--- config.mk ---
export PLATFORM = sky130hd
export DESIGN_NAME = keyed_cfg_reg
export DESIGN_NICKNAME = d
export VERILOG_FILES = /design/src/rtl/cfgkey_pkg.sv /design/src/rtl/cfgkey_match.sv /design/src/rtl/cfgkey_store.sv /design/src/rtl/cfgkey_lock.sv /design/src/rtl/cfgkey_readback.sv /design/src/rtl/keyed_cfg_reg.sv
export SDC_FILE = /design/constraint.sdc
export NUM_CORES = 1
export LEC_CHECK = 0
export ABC_AREA = 1
export BUFFER_PORTS_ARGS = -buffer_cell sky130_fd_sc_hd__buf_2
export CORE_MARGIN = 10
export CORE_UTILIZATION = 40
export DETAILED_ROUTE_END_ITERATION = 10
export GPL_ROUTABILITY_DRIVEN = 0
export PLACE_DENSITY_LB_ADDON = 0.12
export RECOVER_POWER = 25
export SLEW_MARGIN = 10
export SYNTH_ARGS = -nofsm -noshare
export SYNTH_HDL_FRONTEND = slang
export SYNTH_SLANG_ARGS = --single-unit
--- constraint.sdc ---
create_clock -name clk -period 2.8 [get_ports clk]
set_input_delay 0.84 -clock clk [delete_from_list [all_inputs] [get_ports clk]]
set_output_delay 0.84 -clock clk [all_outputs]
set_load 0.05 [all_outputs]
--- src/rtl/cfgkey_pkg.sv ---
// Package: shared widths and the layout of the switch-enable fields.
// Assumes the field word is nine bits: one supply select, four isolation
// enables and four ground-short enables, packed high to low.
package cfgkey_pkg;

    localparam int WORD_W  = 32;
    localparam int KEY_W   = 8;
    localparam int ISO_N   = 4;
    localparam int SHORT_N = 4;
    localparam int FIELD_W = 1 + ISO_N + SHORT_N;

    typedef struct packed {
        logic               supply;
        logic [ISO_N-1:0]   iso;
        logic [SHORT_N-1:0] shorts;
    } sw_fields_t;

endpackage

--- src/rtl/cfgkey_match.sv ---
// Key comparator: classifies each write as good-key or bad-key.
// Assumes the key sits in the top KEY_W bits of the write word.
module cfgkey_match #(
    parameter int              DATA_W  = 32,
    parameter int              KEY_W   = 8,
    parameter logic [KEY_W-1:0] KEY_VAL = 8'h5A
) (
    input  logic             wr_en,
    input  logic [KEY_W-1:0] key_in,
    output logic             key_good,
    output logic             key_bad
);

    localparam int KEY_LSB = DATA_W - KEY_W;

    logic hit;
    logic unused_lsb;

    // Compare the incoming key with the fixed value.
    always_comb begin
        hit = (key_in == KEY_VAL);
    end

    // Split a write request into its two outcomes.
    always_comb begin
        key_good = wr_en & hit;
        key_bad  = wr_en & ~hit;
    end

    assign unused_lsb = (KEY_LSB < 0);

endmodule

--- src/rtl/cfgkey_store.sv ---
// Field storage: one flop per field bit with its own reset value.
// Assumes load is already qualified by the key check.
module cfgkey_store #(
    parameter int                 FIELD_W   = 9,
    parameter logic [FIELD_W-1:0] RESET_VAL = 9'h00F
) (
    input  logic               clk,
    input  logic               rst_n,
    input  logic               load,
    input  logic [FIELD_W-1:0] load_data,
    output logic [FIELD_W-1:0] q
);

    genvar gi;
    generate
        for (gi = 0; gi < FIELD_W; gi++) begin : g_bit
            // Hold or load one field bit.
            always_ff @(posedge clk) begin
                if (!rst_n) begin
                    q[gi] <= RESET_VAL[gi];
                end else if (load) begin
                    q[gi] <= load_data[gi];
                end
            end
        end
    endgenerate

endmodule

--- src/rtl/cfgkey_lock.sv ---
// Unlock status: set by a good-key write, cleared by a bad-key write.
// Assumes good and bad are never high together.
module cfgkey_lock (
    input  logic clk,
    input  logic rst_n,
    input  logic good,
    input  logic bad,
    output logic open_q
);

    // Track the result of the most recent write.
    always_ff @(posedge clk) begin
        if (!rst_n) begin
            open_q <= 1'b0;
        end else if (good) begin
            open_q <= 1'b1;
        end else if (bad) begin
            open_q <= 1'b0;
        end
    end

endmodule

--- src/rtl/cfgkey_readback.sv ---
// Read port: registers the fields into a full word with zeroed upper bits.
// Assumes the fields sit at the low end of the word.
module cfgkey_readback #(
    parameter int DATA_W  = 32,
    parameter int FIELD_W = 9
) (
    input  logic               clk,
    input  logic               rst_n,
    input  logic               rd_en,
    input  logic [FIELD_W-1:0] fields,
    output logic [DATA_W-1:0]  rd_data,
    output logic               rd_valid
);

    localparam int PAD_W = DATA_W - FIELD_W;

    logic [DATA_W-1:0] word;

    // Zero-extend the field bits to a bus word.
    always_comb begin
        word = {{PAD_W{1'b0}}, fields};
    end

    // Capture the word and flag it for one cycle per request.
    always_ff @(posedge clk) begin
        if (!rst_n) begin
            rd_data  <= '0;
            rd_valid <= 1'b0;
        end else begin
            rd_valid <= rd_en;
            if (rd_en) begin
                rd_data <= word;
            end
        end
    end

endmodule

--- src/rtl/keyed_cfg_reg.sv ---
// Top: key-guarded switch configuration register.
// Every write carries its key in bits 31:24. Strobes are ignored and the
// word is taken whole. Outputs come straight from the stored fields.
module keyed_cfg_reg #(
    parameter logic [7:0] KEY_VAL    = 8'h5A,
    parameter logic [8:0] RESET_FLDS = 9'h00F
) (
    input  logic        clk,
    input  logic        rst_n,
    input  logic        wr_en,
    input  logic [31:0] wr_data,
    input  logic [3:0]  wr_strb,
    input  logic        rd_en,
    output logic [31:0] rd_data,
    output logic        rd_valid,
    output logic        supply_sel,
    output logic [3:0]  iso_en,
    output logic [3:0]  gnd_short_en,
    output logic        unlocked
);
    import cfgkey_pkg::*;

    localparam int KEY_LSB = WORD_W - KEY_W;

    logic       key_good;
    logic       key_bad;
    logic [FIELD_W-1:0] fld_q;
    sw_fields_t fld_s;
    logic       unused_in;

    cfgkey_match #(
        .DATA_W (WORD_W),
        .KEY_W  (KEY_W),
        .KEY_VAL(KEY_VAL)
    ) u_match (
        .wr_en   (wr_en),
        .key_in  (wr_data[WORD_W-1:KEY_LSB]),
        .key_good(key_good),
        .key_bad (key_bad)
    );

    cfgkey_store #(
        .FIELD_W  (FIELD_W),
        .RESET_VAL(RESET_FLDS)
    ) u_store (
        .clk      (clk),
        .rst_n    (rst_n),
        .load     (key_good),
        .load_data(wr_data[FIELD_W-1:0]),
        .q        (fld_q)
    );

    cfgkey_lock u_lock (
        .clk   (clk),
        .rst_n (rst_n),
        .good  (key_good),
        .bad   (key_bad),
        .open_q(unlocked)
    );

    cfgkey_readback #(
        .DATA_W (WORD_W),
        .FIELD_W(FIELD_W)
    ) u_rd (
        .clk     (clk),
        .rst_n   (rst_n),
        .rd_en   (rd_en),
        .fields  (fld_q),
        .rd_data (rd_data),
        .rd_valid(rd_valid)
    );

    // Split the stored word into the named switch enables.
    always_comb begin
        fld_s        = sw_fields_t'(fld_q);
        supply_sel   = fld_s.supply;
        iso_en       = fld_s.iso;
        gnd_short_en = fld_s.shorts;
    end

    // Strobes and reserved write bits are taken and dropped on purpose.
    assign unused_in = ^{wr_strb, wr_data[KEY_LSB-1:FIELD_W]};

endmodule

Word level (Yosys, flattened, before mapping)
Index checks and enable logic that the tools add are counted.
{"block": "op_classes", "eq_ne": 1, "n_mux": 2, "n_bitwise": 3, "n_reduce_logical": 1}
{"op": "equality test 8 x 7 -> 1 bit (second input constant)", "count": 1}
{"op": "bitwise AND 1 bit", "count": 2}
{"op": "2-to-1 mux 1 bit", "count": 2}
{"op": "nonzero test 2 bit", "count": 1}
{"op": "NOT 1 bit", "count": 1}
{"block": "totals", "ff_bits": 20, "inputBits": 40, "output_inout_bits": 43, "wordCells": 19}

Depth between registers and ports, before layout
Gate-level depths: netlist of the first run.
{"block": "logic_depth", "depth_word": 5, "mapped_depth": 6, "ltp_nobuf": 6}

By module
Synthesis of the first run repeated with hierarchy kept, for this count alone.
{"block": "unflattened", "hier_cells": 160, "area_unflattened_um2": 1059.8}
{"module": "cfgkey_readback", "n_inst": 1, "cells_per_inst": 84, "area_per_inst_um2": 589.3, "seq_area_each_um2": 200.2}
{"module": "cfgkey_store", "n_inst": 1, "cells_per_inst": 49, "area_per_inst_um2": 342.8, "seq_area_each_um2": 180.2}
{"module": "cfgkey_match", "n_inst": 1, "cells_per_inst": 21, "area_per_inst_um2": 83.8, "seq_area_each_um2": 0.0}
{"module": "cfgkey_lock", "n_inst": 1, "cells_per_inst": 6, "area_per_inst_um2": 43.8, "seq_area_each_um2": 20.0}

Worst setup path after synthesis of the first run
Ideal clock, no wire load.
{"block": "synth_timing", "path_type": "input-to-reg", "from": "input wr_data[24]", "to": "register u_store.q[0]", "setup_ns": 0.130, "t_arrival_ns": 1.415, "required_ns": 2.670, "slack_ns": 1.256, "cell_stages": 6, "n_path_buf": 0, "path_cell_list": "nor2_1 nand2_1 inv_1 nand3_2 nand2_1 nand3_1"}
{"block": "synth_between", "elab_chain_len": 2}
{"element": "from (decl)", "line": "keyed_cfg_reg.sv:11", "source": "input logic [31:0] wr_data,"}
{"element": "equality test 8 x 7 -> 1 bit", "line": "cfgkey_match.sv:21", "source": "hit = (key_in == KEY_VAL);"}
{"element": "bitwise AND 1 bit", "line": "cfgkey_match.sv:26", "source": "key_good = wr_en & hit;"}
{"element": "to (signal, indexed assignment)", "line": "cfgkey_store.sv:20", "source": "q[gi] <= RESET_VAL[gi];"}
{"element": "to (signal, indexed assignment)", "line": "cfgkey_store.sv:22", "source": "q[gi] <= load_data[gi];"}
{"element": "to (decl)", "line": "cfgkey_store.sv:11", "source": "output logic [FIELD_W-1:0] q"}
No other way between the ends.
A chain may end at the register's enable or synchronous reset.

Worst setup path after layout of the first run
{"block": "layout_timing", "from": "register u_store.q[8]", "to": "output supply_sel"}
{"element": "to (decl)", "line": "keyed_cfg_reg.sv:16", "source": "output logic supply_sel,"}
No word-level cell between the ends.

==> flow_summary.json, run 1 <==
{
  "ios": 83,
  "routed_wl_um": 2490,
  "core_area_sq_mm": 0.00225,
  "cts_buffers": 3,
  "drt_iter0_drc": 21,
  "regToRegSetupSlack_ns": 2.17,
  "post_cts_resized": 0,
  "rsz0062_at_grt": "no",
  "hpwl_um": 2070,
  "irDropWorstVdd_v": 0.000350,
  "syn_area_sq_um": 970,
  "fmax_ghz": 0.560,
  "final_core_util_pct": 50.3,
  "crit_chain": "buf_2",
  "ys_ff_latch": 20,
  "grt_pass1_wl_um": 4060,
  "p_switching_w": 0.000214,
  "io_buffers": 40,
  "holdBufCountCts": 0,
  "diodes": 0,
  "area_growth_pct": 17.0,
  "initial_core_util_pct": 43.0,
  "drive_above_1_share_pct": 27.2,
  "grt_max_degree": 21,
  "cpPeakStageDelay_ns": 0.37,
  "period_share_pct": 63.7,
  "via_per_inst": 4.27,
  "finalSetupTns_ns": 0,
  "final_cell_mix": "buf_2 (39), nor2_1 (31), conb_1 (23)",
  "h-tree-depth": 1,
  "period_needed_ns": 1.78,
  "fin_skew_ns": 0.000425,
  "outcome": "finished, final reports clean",
  "drc": 0,
  "cp.arrival_ns": 0.94,
  "dr_total_vias": 859,
  "hp-class": "flop to flop",
  "critPathTopFamily": "flip-flops",
  "antenna_found_initial": 0,
  "grt-ovfl-total": 0,
  "post_cts_buffers": 0,
  "drv_cap": 0,
  "postPlaceCellArea_sq_mm": 0.00110,
  "rows": 17,
  "p_per_area_mw_per_mm2": 538,
  "ys_warn_count": 0,
  "intPower_w": 0.000396,
  "fp.dieH_um": 69.2,
  "hold_violations": 0,
  "clock_latency_ns": 0.29,
  "critPathBufInv": 1,
  "start_kind": "flop",
  "cts.sinks": 20,
  "p_leak_nw": 0.630,
  "maxSlewHeadroom_pct": 50.5,
  "grt_pass1_vias": 913,
  "path_clk_slew_ns": 0.11,
  "slowest_stage": "dfxtp_1",
  "crit_type": "flop to primary output",
  "comb_power_share_pct": 24.8,
  "synth_area_per_cell_sq_um": 7.29,
  "synth.distinct_cells": 16,
  "dieArea_sq_mm": 0.00479,
  "root_buffer": "clkbuf_4",
  "antenna_left": 0,
  "power_frac_clock_pct": 26.6,
  "cp-end-kind": "primary output",
  "die_x_um": 69.2,
  "clock_path_buffers": 2,
  "nets": 214,
  "setup_viol": 0,
  "first_pass_iters": 4,
  "stdcell_area_sq_mm": 0.00113,
  "yosysSeqAreaShare_pct": 41.3,
  "swShare_pct": 35.1,
  "tightest_slew_ns": 0.743,
  "syn_inst": 133,
  "track_usage_pct": 9.92,
  "required_ns": 1.96,
  "cp_max_fo": 3,
  "final_common_cell": "buf_2",
  "drt-wirelength-per-cell_um": 12.4,
  "slew_violations": 0,
  "cts_tree": "done",
  "power_frac_seq_pct": 48.6
}
==> layer usage <==
layer  vias up  GRT usage (%)  wire, um
met5         -              0         0
met4         0           1.33         9
met3         2           5.42       209
met2        27           18.3      1360
met1       384           9.55       919
li1        446              -         -
==> cell usage after synthesis <==
cell,instances,area [sq um]
a21boi_2,1,11.3
buf_4,23,173
clkbuf_1,3,11.3
clkinv_1,1,3.75
conb_1,1,3.75
dfxtp_1,20,400
inv_1,11,41.3
nand2_1,19,71.3
nand3_1,4,20.0
nand3_2,1,10.0
nand3b_1,1,7.51
nand4_1,5,31.3
nor2_1,31,116
nor2_2,2,12.5
nor2_4,1,11.3
o21ai_0,9,45.0
==> sequential cells by signal, summed over array words and instances, names as in the netlist <==
register / count
u_store.q: 9
u_rd.rd_valid: 1
u_lock.open_q: 1
u_rd.rd_data: 9
==> worst paths after layout <==
path                                     start                      endpoint  depth (start not counted)
setup / recovery     u_store.q[8]$_SDFFE_PN0P_                    supply_sel                          1
hold / removal      u_lock.open_q$_SDFFE_PN0P_    u_lock.open_q$_SDFFE_PN0P_                          2
setup reg to reg  u_rd.rd_data[3]$_SDFFE_PN0P_  u_rd.rd_data[3]$_SDFFE_PN0P_                          2
hold reg to reg     u_lock.open_q$_SDFFE_PN0P_    u_lock.open_q$_SDFFE_PN0P_                          2
==> kinds of logic (layout without fill, tap and decap cells) <==
logic type      Yosys count  after routing  share of synthesized area (%)
buf+inv                  38             56                           23.6
compound gates           10             10                           5.81
flops                    20             20                           41.3
other cells               1             23                          0.387
simple gates             64             64                           28.9
==> area by class of cell <==
class                           instances  area [sq um]
Clock buffer                            4          36.3
Fill cell                             248          1120
Inverter                               12          45.0
Multi-Input combinational cell         97           419
Sequential cell                        20           400
Tap cell                               28          35.0
Timing Repair Buffer                   40           199
==> stage by stage <==
| stage | std cells | setup WS [ns] | total power [W] | hold WS (ns) |
|---|---|---|---|---|
| 6_report | 201 | 1.02 | 0.000610 | 0.476 |
| 5_1_grt | 201 | 0.950 | 0.000642 | 0.521 |
| 4_1_cts | 201 | 0.999 | 0.000616 | 0.478 |
| 3_5_place_dp | 197 | 1.02 | 0.000454 | 0.463 |
| 3_3_place_gp | 197 | 1.06 | 0.000452 | 0.462 |
| 2_1_floorplan | 155 | 1.26 | 0.000450 | 0.704 |
==> power groups by stage <==
stage          logic (W)  clock network, W  registers [W]
2_1_floorplan   0.000116                 0       0.000334
3_3_place_gp    0.000150                 0       0.000303
3_5_place_dp    0.000151                 0       0.000304
4_1_cts         0.000151          0.000168       0.000297
5_1_grt         0.000161          0.000182       0.000299
6_report        0.000151          0.000162       0.000297
No activity file was read; power rests on OpenSTA's default activity.
==> run 2: changes to the inputs <==
--- a/config.mk
+++ b/config.mk
@@ -8,7 +8,7 @@
 export ABC_AREA = 1
 export BUFFER_PORTS_ARGS = -buffer_cell sky130_fd_sc_hd__buf_2
 export CORE_MARGIN = 10
-export CORE_UTILIZATION = 40
+export CORE_UTILIZATION = 37
 export DETAILED_ROUTE_END_ITERATION = 10
 export GPL_ROUTABILITY_DRIVEN = 0
 export PLACE_DENSITY_LB_ADDON = 0.12
==> constraint.sdc (replaced) <==
create_clock -name clk -period 1.66 [get_ports clk]
set_input_delay 0.498 -clock clk [delete_from_list [all_inputs] [get_ports clk]]
set_output_delay 0.498 -clock clk [all_outputs]
set_load 0.05 [all_outputs]
==> flow_summary.json, run 2 (synthesized netlist as in run 1, its figures left out) <==
{
  "outcome": "finished, final reports clean",
  "intPower_w": 0.000668,
  "drt_iter0_drc": 14,
  "power_frac_clock_pct": 26.8,
  "die_x_um": 71.2,
  "grt-busiest-layer": "met2",
  "power_frac_seq_pct": 48.5,
  "gr-usage-met3_pct": 5.44,
  "pre_cts_slack_ns": 0.224,
  "ios": 83,
  "routed_wl_um": 2410,
  "p_leak_nw": 0.630,
  "final_core_util_pct": 45.6,
  "first_pass_iters": 4,
  "slowest_stage": "dfxtp_1",
  "swShare_pct": 35.2,
  "regToRegSetupSlack_ns": 1.03,
  "drt-wirelength-per-cell_um": 11.8,
  "drv_cap": 0,
  "crit_path_start": "u_store.q[0]$_SDFFE_PN1P_",
  "grtUsageMet2_pct": 16.8,
  "comb_power_share_pct": 24.7,
  "cp.arrival_ns": 0.95,
  "cts_tree": "done",
  "whs_ns": 0.395,
  "area_growth_pct": 17.7,
  "drc": 0,
  "critPathTopFamily": "flip-flops",
  "p_switching_w": 0.000363,
  "hp-class": "input pin to flop",
  "rows": 18,
  "critPathBufInv": 1,
  "maxSlewHeadroom_pct": 50.2,
  "grt_pass1_wl_um": 3970,
  "fmax_ghz": 0.689,
  "antenna_left": 0,
  "clock_latency_ns": 0.30,
  "post_cts_resized": 0,
  "cp_max_fo": 3,
  "rsz0062_at_grt": "no",
  "irDropWorstVdd_v": 0.000547,
  "grt_max_degree": 21,
  "power_w": 0.00103,
  "nets": 214,
  "required_ns": 1.16,
  "track_usage_pct": 9.33,
  "worstHoldStart": "wr_data[3]",
  "reg_top3": "u_rd.rd_data (9), u_store.q (9)",
  "cpPeakStageDelay_ns": 0.38,
  "post_cts_buffers": 0,
  "reg2reg_from": "u_rd.rd_data[1]$_SDFFE_PN0P_",
  "cts_buffers": 3,
  "grt_pass1_vias": 924,
  "final_cell_mix": "buf_2 (39), nor2_1 (31), conb_1 (23)",
  "fin_ws_ns": 0.208,
  "period_share_pct": 87.5,
  "crit_chain": "buf_2",
  "drive_above_1_share_pct": 27.7,
  "start_kind": "flop",
  "hpwl_um": 2000,
  "final_common_cell": "buf_2",
  "fp.dieH_um": 71.2,
  "diodes": 0,
  "holdBufCountCts": 0,
  "dieArea_sq_mm": 0.00507,
  "grtUsageMet1_pct": 9.21,
  "io_buffers": 40,
  "setup_viol": 0,
  "crit_type": "flop to primary output",
  "root_buffer": "clkbuf_4",
  "slew_violations": 0,
  "h-tree-depth": 1,
  "dr_total_vias": 843,
  "hold_violations": 0,
  "core_area_sq_mm": 0.00250,
  "antenna_found_initial": 0,
  "finalSetupTns_ns": 0,
  "cts.sinks": 20,
  "path_clk_slew_ns": 0.10,
  "clock_path_buffers": 2,
  "grt-ovfl-total": 0,
  "p_per_area_mw_per_mm2": 904,
  "initial_core_util_pct": 38.8,
  "fin_skew_ns": 0.000468,
  "via_per_inst": 4.15,
  "tightest_slew_ns": 0.747,
  "period_needed_ns": 1.45,
  "cp-end-kind": "primary output"
}
==> run 2: final timing paths <==
path / to / cells past startpoint
max: gnd_short_en[0] / 1
min: u_store.q[3]$_SDFFE_PN1P_ / 3
max reg2reg: u_rd.rd_data[1]$_SDFFE_PN0P_ / 2
min reg2reg: u_lock.open_q$_SDFFE_PN0P_ / 2
==> run 2: metrics by stage <==
stage,instance area (sq um),std cells
4_1_cts,1140,203
6_report,1140,203
3_3_place_gp,1110,199
2_1_floorplan,1050,155
5_1_grt,1140,203
3_5_place_dp,1110,199
==> run 2: power by group through the flow <==
| stage | clock network, W | registers [W] | logic [W] |
|---|---|---|---|
| floorplan | 0 | 0.000563 | 0.000196 |
| global placement | 0 | 0.000511 | 0.000252 |
| detailed placement | 0 | 0.000511 | 0.000254 |
| CTS | 0.000292 | 0.000501 | 0.000255 |
| global route | 0.000306 | 0.000502 | 0.000273 |
| finish | 0.000276 | 0.000500 | 0.000255 |
==> run 2: routing by layer <==
metal | part of all wire, % | vias up | wire length, um
li1 | - | 443 | -
met3 | 8.7 | 0 | 210
met1 | 42 | 368 | 1000
met5 | 0 | - | 0
met2 | 50 | 32 | 1190
met4 | 0 | 0 | 0
==> run 2: cell type report <==
class                      count  area (sq um)
fill                         275          1360
inverter                      12          45.0
clock buffer                   4          36.3
multi-input combinational     97           423
timing repair buffer          40           199
tap                           30          37.5
sequential                    20           400
==> run 3: changes to the inputs <==
--- a/config.mk
+++ b/config.mk
@@ -6,10 +6,10 @@
 export NUM_CORES = 1
 export LEC_CHECK = 0
 export ABC_AREA = 1
-export BUFFER_PORTS_ARGS = -buffer_cell sky130_fd_sc_hd__buf_2
 export CORE_MARGIN = 10
-export CORE_UTILIZATION = 37
+export CORE_UTILIZATION = 53
 export DETAILED_ROUTE_END_ITERATION = 10
+export DONT_BUFFER_PORTS = 1
 export GPL_ROUTABILITY_DRIVEN = 0
 export PLACE_DENSITY_LB_ADDON = 0.12
 export RECOVER_POWER = 25
==> constraint.sdc (replaced) <==
create_clock -name clk -period 1.3 [get_ports clk]
set_input_delay 0.39 -clock clk [delete_from_list [all_inputs] [get_ports clk]]
set_output_delay 0.39 -clock clk [all_outputs]
set_load 0.05 [all_outputs]
==> flow_summary.json, run 3 (synthesized netlist as in run 1, its figures left out) <==
{
  "post_cts_buffers": 0,
  "initial_core_util_pct": 56.2,
  "dieArea_sq_mm": 0.00394,
  "root_buffer": "clkbuf_4",
  "cts_tree": "done",
  "final_cell_mix": "nor2_1 (31), conb_1 (23), nand2_1 (19), dfxtp_1 (19), buf_4 (12)",
  "grt_pass1_wl_um": 4050,
  "regToRegSetupSlack_ns": 0.47,
  "die_x_um": 62.8,
  "via_per_inst": 4.56,
  "reg_top3": "u_rd.rd_data (9), u_store.q (9)",
  "rr_worst_depth": 3,
  "first_pass_iters": 4,
  "crit_chain": "buf_4",
  "drv_cap": 0,
  "start_kind": "flop",
  "track_usage_pct": 12.6,
  "rows": 15,
  "cpPeakStageDelay_ns": 0.35,
  "hold_violations": 0,
  "n_fill_cell": 183,
  "fmax_ghz": 0.800,
  "slew_violations": 0,
  "cp_num_cells": 1,
  "drive_above_1_share_pct": 19.6,
  "clock_path_buffers": 2,
  "core_area_sq_mm": 0.00173,
  "stdcell_area_sq_mm": 0.00113,
  "h-tree-depth": 1,
  "routed_wl_um": 2490,
  "required_ns": 0.91,
  "hpwl_um": 1920,
  "p_leak_nw": 0.580,
  "holdBufCountCts": 0,
  "p_per_area_mw_per_mm2": 1290,
  "period_share_pct": 96.1,
  "drc": 0,
  "ios": 83,
  "slowest_stage": "dfxtp_1",
  "drt-wirelength-per-cell_um": 14.0,
  "critPathBufInv": 1,
  "dr_total_vias": 812,
  "grt-ovfl-total": 0,
  "outcome": "finished, final reports clean",
  "multiInputGateArea_sq_um": 423,
  "critPathTopFamily": "flip-flops",
  "antenna_left": 0,
  "cp.arrival_ns": 0.86,
  "nets": 194,
  "irDropWorstVdd_v": 0.00102,
  "final_common_cell": "nor2_1",
  "cp-end-kind": "primary output",
  "cts.sinks": 20,
  "crit_type": "flop to primary output",
  "fp.dieH_um": 62.8,
  "setup_viol": 0,
  "hp-class": "input pin to flop",
  "fin_skew_ns": 0.000404,
  "period_needed_ns": 1.25,
  "whs_path_depth": 1,
  "grt_pass1_vias": 854,
  "postPlaceCellArea_sq_mm": 0.00105,
  "path_clk_slew_ns": 0.12,
  "final_core_util_pct": 65.7,
  "cts_buffers": 3,
  "io_buffers": 0,
  "clock_latency_ns": 0.30,
  "drt_iter0_drc": 14,
  "diodes": 0,
  "antenna_found_initial": 0,
  "cp_max_fo": 2,
  "final-seq-area_sq_um": 402,
  "grt_max_degree": 21,
  "area_growth_pct": 16.9
}
## run 3: cell types whose count changed in the layout (fill, tap and decap cells not counted)
cell,previous run,this run
buf_2,39,0
clkbuf_1,1,0
clkbuf_8,1,0
buf_4,0,12
bufinv_16,0,1
buf_6,0,8
dfxtp_1,20,19
dfxtp_2,0,1
## run 3: routing by layer
| layer | up-vias | track usage (%) | part of all wire (%) |
|---|---|---|---|
| li1 | 408 | - | - |
| met1 | 371 | 11.9 | 36 |
| met2 | 29 | 22.4 | 51 |
| met3 | 4 | 6.27 | 12 |
| met4 | 0 | 5.03 | 0.88 |
| met5 | - | 0 | 0 |
## run 3: final cells by class
type                    instances  area share, %
inverters                      12           3.97
multi-input cells              97           37.3
repair buffers                 20           15.9
well taps                      25           2.76
flip-flops and latches         20           35.4
clock inverters                 1           2.65
clock buffers                   3           1.99
## run 3: where the power goes
group          internal, W  switching, W
clock             0.000312      0.000208
sequential        0.000632    0.00000794
combinational    0.0000456      0.000257
## run 3: what timing repair did
action                                  CTS  global route
endpoints found under the setup margin    0             8
resized for setup                         0             9
endpoints found under the hold margin     0             0
## run 3: final timing paths
path                                                endpoint                         start
worst max-delay path                         gnd_short_en[2]     u_store.q[2]$_SDFFE_PN1P_
worst min-delay path               u_store.q[2]$_SDFFE_PN1P_                         rst_n
worst max register to register  u_rd.rd_data[3]$_SDFFE_PN0P_  u_rd.rd_data[3]$_SDFFE_PN0P_
worst min register to register  u_rd.rd_data[3]$_SDFFE_PN0P_     u_store.q[3]$_SDFFE_PN1P_
## run 3: metrics by stage
| step | hold WS (ns) | setup WS (ns) | instances | setup TNS [ns] | power (W) |
|---|---|---|---|---|---|
| global route | 0.142 | -0.00314 | 178 | -0.00314 | 0.00152 |
| global placement | 0.469 | 0.128 | 174 | 0 | 0.000944 |
| CTS | 0.157 | 0.0345 | 178 | 0 | 0.00145 |
| detailed placement | 0.474 | 0.0827 | 174 | 0 | 0.000948 |
| floorplan | 0.503 | 0.206 | 155 | 0 | 0.000970 |
| finish | 0.166 | 0.0507 | 178 | 0 | 0.00146 |
